## config.mk

```make
export PLATFORM = sky130hd
export DESIGN_NAME = kb_mailbox
export DESIGN_NICKNAME = d
export VERILOG_FILES = /design/src/rtl/kbm_pkg.sv /design/src/rtl/kbm_host_port.sv /design/src/rtl/kbm_ctl_port.sv /design/src/rtl/kbm_regs.sv /design/src/rtl/kb_mailbox.sv
export SDC_FILE = /design/constraint.sdc
export NUM_CORES = 1
export LEC_CHECK = 0
export CORE_MARGIN = 2
export CORE_UTILIZATION = 38
export CTS_CLUSTER_DIAMETER = 80
export DETAILED_ROUTE_END_ITERATION = 16
export DONT_BUFFER_PORTS = 1
export PLACE_DENSITY = 0.54
export SYNTH_ARGS = -nofsm -noshare
export SYNTH_HDL_FRONTEND = slang
export SYNTH_SLANG_ARGS = --single-unit
export TNS_END_PERCENT = 10
```

## constraint.sdc

```tcl
create_clock -name clk_i -period 1.7 [get_ports clk_i]
set_input_delay 0.255 -clock clk_i [delete_from_list [all_inputs] [get_ports clk_i]]
set_output_delay 0.255 -clock clk_i [all_outputs]
set_load 0.005 [all_outputs]
```

## src/rtl/kbm_pkg.sv

```systemverilog
`timescale 1ns/1ps
package kbm_pkg;
  localparam int OBF_BIT = 0;
  localparam int IBF_BIT = 1;
  localparam int CD_BIT  = 3;

  typedef struct packed {
    logic wr;
    logic rd_data;
  } host_req_t;

  typedef struct packed {
    logic wr_data;
    logic wr_stat;
    logic rd_data;
  } ctl_req_t;
endpackage

```

## src/rtl/kbm_host_port.sv

```systemverilog
`timescale 1ns/1ps
module kbm_host_port
  import kbm_pkg::*;
#(
  parameter int DATA_W = 8
) (
  input  logic              cs_i,
  input  logic              wr_i,
  input  logic              rd_i,
  input  logic              a2_i,
  input  logic [DATA_W-1:0] out_data_i,
  input  logic [DATA_W-1:0] status_i,
  output host_req_t         req_o,
  output logic [DATA_W-1:0] rdata_o
);
  always_comb begin
    req_o.wr      = cs_i & wr_i;
    req_o.rd_data = cs_i & rd_i & ~a2_i;
  end

  always_comb begin
    rdata_o = '0;
    if (cs_i && rd_i) rdata_o = a2_i ? status_i : out_data_i;
  end
endmodule

```

## src/rtl/kbm_ctl_port.sv

```systemverilog
`timescale 1ns/1ps
module kbm_ctl_port
  import kbm_pkg::*;
#(
  parameter int DATA_W = 8
) (
  input  logic              wr_i,
  input  logic              rd_i,
  input  logic              addr_i,
  input  logic [DATA_W-1:0] in_data_i,
  input  logic [DATA_W-1:0] status_i,
  output ctl_req_t          req_o,
  output logic [DATA_W-1:0] rdata_o
);
  always_comb begin
    req_o.wr_data = wr_i & ~addr_i;
    req_o.wr_stat = wr_i & addr_i;
    req_o.rd_data = rd_i & ~addr_i;
  end

  always_comb begin
    rdata_o = '0;
    if (rd_i) rdata_o = addr_i ? status_i : in_data_i;
  end
endmodule

```

## src/rtl/kbm_regs.sv

```systemverilog
`timescale 1ns/1ps
module kbm_regs
  import kbm_pkg::*;
#(
  parameter int DATA_W = 8
) (
  input  logic              clk_i,
  input  logic              rst_ni,
  input  host_req_t         host_req_i,
  input  logic              host_a2_i,
  input  logic [DATA_W-1:0] host_wdata_i,
  input  ctl_req_t          ctl_req_i,
  input  logic [DATA_W-1:0] ctl_wdata_i,
  input  logic              irq_en_i,
  output logic [DATA_W-1:0] in_data_o,
  output logic [DATA_W-1:0] out_data_o,
  output logic [DATA_W-1:0] status_o,
  output logic              irq_o
);
  localparam logic [DATA_W-1:0] FLAG_MASK =
      (DATA_W'(1) << OBF_BIT) | (DATA_W'(1) << IBF_BIT) | (DATA_W'(1) << CD_BIT);
  localparam logic [DATA_W-1:0] GEN_MASK = ~FLAG_MASK;

  logic [DATA_W-1:0] in_q, out_q, gen_q;
  logic              ibf_q, obf_q, cd_q;
  logic              ibf_d, obf_d;

  // set beats clear: the new byte is the pending one
  always_comb begin
    ibf_d = ibf_q;
    if (host_req_i.wr)         ibf_d = 1'b1;
    else if (ctl_req_i.rd_data) ibf_d = 1'b0;
    obf_d = obf_q;
    if (ctl_req_i.wr_data)      obf_d = 1'b1;
    else if (host_req_i.rd_data) obf_d = 1'b0;
  end

  always_ff @(posedge clk_i or negedge rst_ni) begin
    if (!rst_ni) begin
      in_q  <= '0;
      out_q <= '0;
      gen_q <= '0;
      ibf_q <= 1'b0;
      obf_q <= 1'b0;
      cd_q  <= 1'b0;
    end else begin
      ibf_q <= ibf_d;
      obf_q <= obf_d;
      if (host_req_i.wr) begin
        in_q <= host_wdata_i;
        cd_q <= host_a2_i;
      end
      if (ctl_req_i.wr_data) out_q <= ctl_wdata_i;
      if (ctl_req_i.wr_stat) gen_q <= ctl_wdata_i & GEN_MASK;
    end
  end

  always_comb begin
    status_o          = gen_q & GEN_MASK;
    status_o[OBF_BIT] = obf_q;
    status_o[IBF_BIT] = ibf_q;
    status_o[CD_BIT]  = cd_q;
  end

  assign in_data_o  = in_q;
  assign out_data_o = out_q;
  assign irq_o      = ibf_q & irq_en_i;

  AST_IBF_SET: assert property (@(posedge clk_i) disable iff (!rst_ni)
    host_req_i.wr |=> status_o[IBF_BIT]);
  AST_CD_TAG: assert property (@(posedge clk_i) disable iff (!rst_ni)
    host_req_i.wr |=> (status_o[CD_BIT] == $past(host_a2_i)));
  AST_IBF_CLR: assert property (@(posedge clk_i) disable iff (!rst_ni)
    (ctl_req_i.rd_data && !host_req_i.wr) |=> !status_o[IBF_BIT]);
  AST_OBF_SET: assert property (@(posedge clk_i) disable iff (!rst_ni)
    ctl_req_i.wr_data |=> (status_o[OBF_BIT] && out_data_o == $past(ctl_wdata_i)));
  AST_OBF_CLR: assert property (@(posedge clk_i) disable iff (!rst_ni)
    (host_req_i.rd_data && !ctl_req_i.wr_data) |=> !status_o[OBF_BIT]);
  AST_QUIET_HOLD: assert property (@(posedge clk_i) disable iff (!rst_ni)
    (!host_req_i.wr && !host_req_i.rd_data && !ctl_req_i.wr_data && !ctl_req_i.wr_stat
     && !ctl_req_i.rd_data) |=> $stable(status_o));
  AST_GEN_MASK: assert property (@(posedge clk_i) disable iff (!rst_ni)
    ctl_req_i.wr_stat |=> ((status_o & GEN_MASK) == ($past(ctl_wdata_i) & GEN_MASK)));
endmodule

```

## src/rtl/kb_mailbox.sv

```systemverilog
`timescale 1ns/1ps
module kb_mailbox
  import kbm_pkg::*;
#(
  parameter int DATA_W = 8
) (
  input  logic              clk_i,
  input  logic              rst_ni,
  input  logic              host_cs_i,
  input  logic              host_wr_i,
  input  logic              host_rd_i,
  input  logic              host_a2_i,
  input  logic [DATA_W-1:0] host_wdata_i,
  output logic [DATA_W-1:0] host_rdata_o,
  input  logic              ctl_wr_i,
  input  logic              ctl_rd_i,
  input  logic              ctl_addr_i,
  input  logic [DATA_W-1:0] ctl_wdata_i,
  output logic [DATA_W-1:0] ctl_rdata_o,
  input  logic              ctl_irq_en_i,
  output logic              ctl_irq_o
);
  host_req_t         host_req;
  ctl_req_t          ctl_req;
  logic [DATA_W-1:0] in_data, out_data, status;

  kbm_host_port #(.DATA_W(DATA_W)) u_host (
    .cs_i(host_cs_i), .wr_i(host_wr_i), .rd_i(host_rd_i), .a2_i(host_a2_i),
    .out_data_i(out_data), .status_i(status), .req_o(host_req), .rdata_o(host_rdata_o)
  );

  kbm_ctl_port #(.DATA_W(DATA_W)) u_ctl (
    .wr_i(ctl_wr_i), .rd_i(ctl_rd_i), .addr_i(ctl_addr_i),
    .in_data_i(in_data), .status_i(status), .req_o(ctl_req), .rdata_o(ctl_rdata_o)
  );

  kbm_regs #(.DATA_W(DATA_W)) u_regs (
    .clk_i(clk_i), .rst_ni(rst_ni), .host_req_i(host_req), .host_a2_i(host_a2_i),
    .host_wdata_i(host_wdata_i), .ctl_req_i(ctl_req), .ctl_wdata_i(ctl_wdata_i),
    .irq_en_i(ctl_irq_en_i), .in_data_o(in_data), .out_data_o(out_data),
    .status_o(status), .irq_o(ctl_irq_o)
  );

  AST_IRQ_AFTER_WR: assert property (@(posedge clk_i) disable iff (!rst_ni)
    (host_cs_i && host_wr_i) |=> (ctl_irq_o == ctl_irq_en_i));
  AST_IDLE_RDATA: assert property (@(posedge clk_i) disable iff (!rst_ni)
    (!host_rd_i && !ctl_rd_i) |-> (host_rdata_o == '0 && ctl_rdata_o == '0));
endmodule

```

==> flow_summary.ini <==
[timing]
tns_ns = 0
finClkSkew_ns = 0
slew_headroom_pct = 29.4
setup_violations = 0
tightest_slew_ns = 1.06
min_period_ns = 1.23
setup_slack_ns = 0.471
grt_setup_unrepaired = no
drv_slew = 0
fmax_mhz = 813
hold_violations = 0
fin_crit_sh_pct = 72.3

[drt]
dr.pass1.iters = 2
routed_wl_mm = 2.15
drc = 0
vias = 701
via_per_inst = 5.52
drtAntennaViolNets = 0
first_iter_violations = 12
avgRoutedWirePerCell_um = 16.9

[worst_setup_path]
slowest_delay_ns = 0.42
cp_top_family = flip-flops
crit_chain = mux2i_1 -> nor2b_1
rr_worst_depth = 1
critical_path_class = register to output pin
crit_slowest_cell = dfrtp_1
cp.arrival_ns = 0.97
path_buf_inv = 0
cp-start-kind = register
worstPathRequired_ns = 1.44
regToRegSetupSlack_ns = 0.90
r2r_start = u_regs.gen_q[7]
crit_path_max_fanout = 3
end_kind = output pin
worst_r2r_endpoint = u_regs.gen_q[7]

[finish]
final_common_cell = dfrtp_1
seq_area_um2 = 601
fin_nets = 121
multi_input_area_um2 = 543
diodes = 0
fin_area_um2 = 1240
postLayoutCoreUtil_pct = 41.7
fillCellCount = 287
final_cell_mix = 24 x dfrtp_1, 16 x mux2i_1, 14 x mux2_2, 10 x nor2b_1
layout-drive-gt1-share_pct = 22.3
final_cells = 127
area_growth_pct = 6.66

[yosys]
ys_seq_area_share_pct = 51.6
ys_ff_latch = 24
yosysWarningCount = 0
avgSynthCellArea_um2 = 12.8
synth_fp_nets = 117
synth_area_um2 = 1160
synth_cell_types = 15
synthesis.instances = 91

[floorplanning]
die_h_um = 59.4
num_io_pins = 43
initial_utilization_pct = 39.1
die_w_um = 59.4
core_area_um2 = 2980
die_area_um2 = 3520
rows = 20

[min_path]
holdPathStages = 1
hold_start = ctl_wdata_i[3]
holdPathEnd = u_regs.out_data_o[3]
worstHoldPathType = input pin to register

[place]
postPlaceCellArea_um2 = 1200
dp.cells = 122
gp_congestion = 0.711
port_buffers = 0
pre_cts_slack_ns = 0.665

[run]
maxCapViolCount = 0

[pwr]
leakage_uw = 0.000554
peakVddDrop_mv = 0.472
cellPowerDensity_nw_per_um2 = 955

[global_route]
grt_overflow = 0
grt_pass1_vias = 713
grt_pass1_wl_mm = 3.31
grt_max_degree = 25
antenna_found_initial = 0
grt_usage_pct = 13.0

[cts]
clock_sinks = 24
post-cts-setup-buffers = 0
numCtsBuffers = 3
cts_tree = built
cts_max_level = 1
cts-resized-gates = 0
ctsHoldBuffers = 1
worstSkewPairLatency_ns = 0.31
clkTransAtPathRegs_ns = 0.13
cts_max_path_buffers = 2
ctsRootBufferMaster = clkbuf_4

[run_status]
status = finished clean
==> layer usage <==
metal / vias to the layer above / wire, µm / track usage [%]
met5: - / 0 / 0
li1: 323 / - / -
met3: 4 / 178 / 3.93
met1: 348 / 921 / 15.8
met4: 0 / 25 / 5.84
met2: 26 / 1020 / 21.2
==> worst max-delay path by stage <==
stage / from / to / slack [ns] / cells after the start
global route: rst_ni / u_regs.cd_q / 0.22 / 1
floorplan: ctl_wr_i / u_regs.out_data_o[0] / 0.71 / 3
finish: u_regs.gen_q[4] / ctl_rdata_o[4] / 0.47 / 2
detailed placement: ctl_wr_i / u_regs.out_data_o[2] / 0.67 / 3
global placement: ctl_wr_i / u_regs.out_data_o[0] / 0.69 / 3
CTS: rst_ni / u_regs.out_data_o[0] / 0.40 / 1
==> cells in the mapped netlist, drive strengths merged <==
| cell type | number | area share, % |
|---|---|---|
| and2 | 1 | 0.54 |
| buf | 3 | 1.5 |
| inv | 1 | 0.32 |
| nand3b | 1 | 0.64 |
| a21o | 1 | 0.64 |
| mux2 | 22 | 21 |
| nand2 | 3 | 1.4 |
| dfrtp | 24 | 52 |
| o21ai | 1 | 0.43 |
| mux2i | 16 | 14 |
| nor2b | 10 | 5.4 |
| nor2 | 8 | 2.6 |
==> logic make-up after synthesis <==
kind of cell,after synthesis,synth area share [%]
flip-flops,24,51.6
multiplexers,38,35.0
AO/OA/AOI/OAI,2,1.07
buffers and inverters,4,1.83
AND/OR/NAND/NOR,23,10.5
==> metrics by stage <==
stage                     hold WS [ns]  total power (µW)
after floorplan                -0.0406               862
after global placement         -0.0401               886
after detailed placement       -0.0401               894
after CTS                       0.0602              1200
after global routing            0.0419              1260
final                           0.0667              1190
==> registers in the layout, summed over array words and instances (netlist names) <==
signal             cells
u_regs.cd_q            1
u_regs.out_data_o      8
u_regs.gen_q           5
u_regs.ibf_q           1
u_regs.obf_q           1
u_regs.in_data_o       8
==> final cells by class <==
type                    count  area share (%)
clock buffers               4            2.92
flip-flops and latches     24            48.3
multi-input cells          63            43.7
repair buffers              2            1.41
inverters                   1           0.302
well taps                  33            3.32
==> where the power goes <==
group	internal (µW)	switching, µW	leakage (µW)	total, µW
combinational	108	77.6	0.000253	185
sequential	653	47.8	0.000280	701
clock	131	170	0.0000210	301
(Power assumes the default switching activity.)
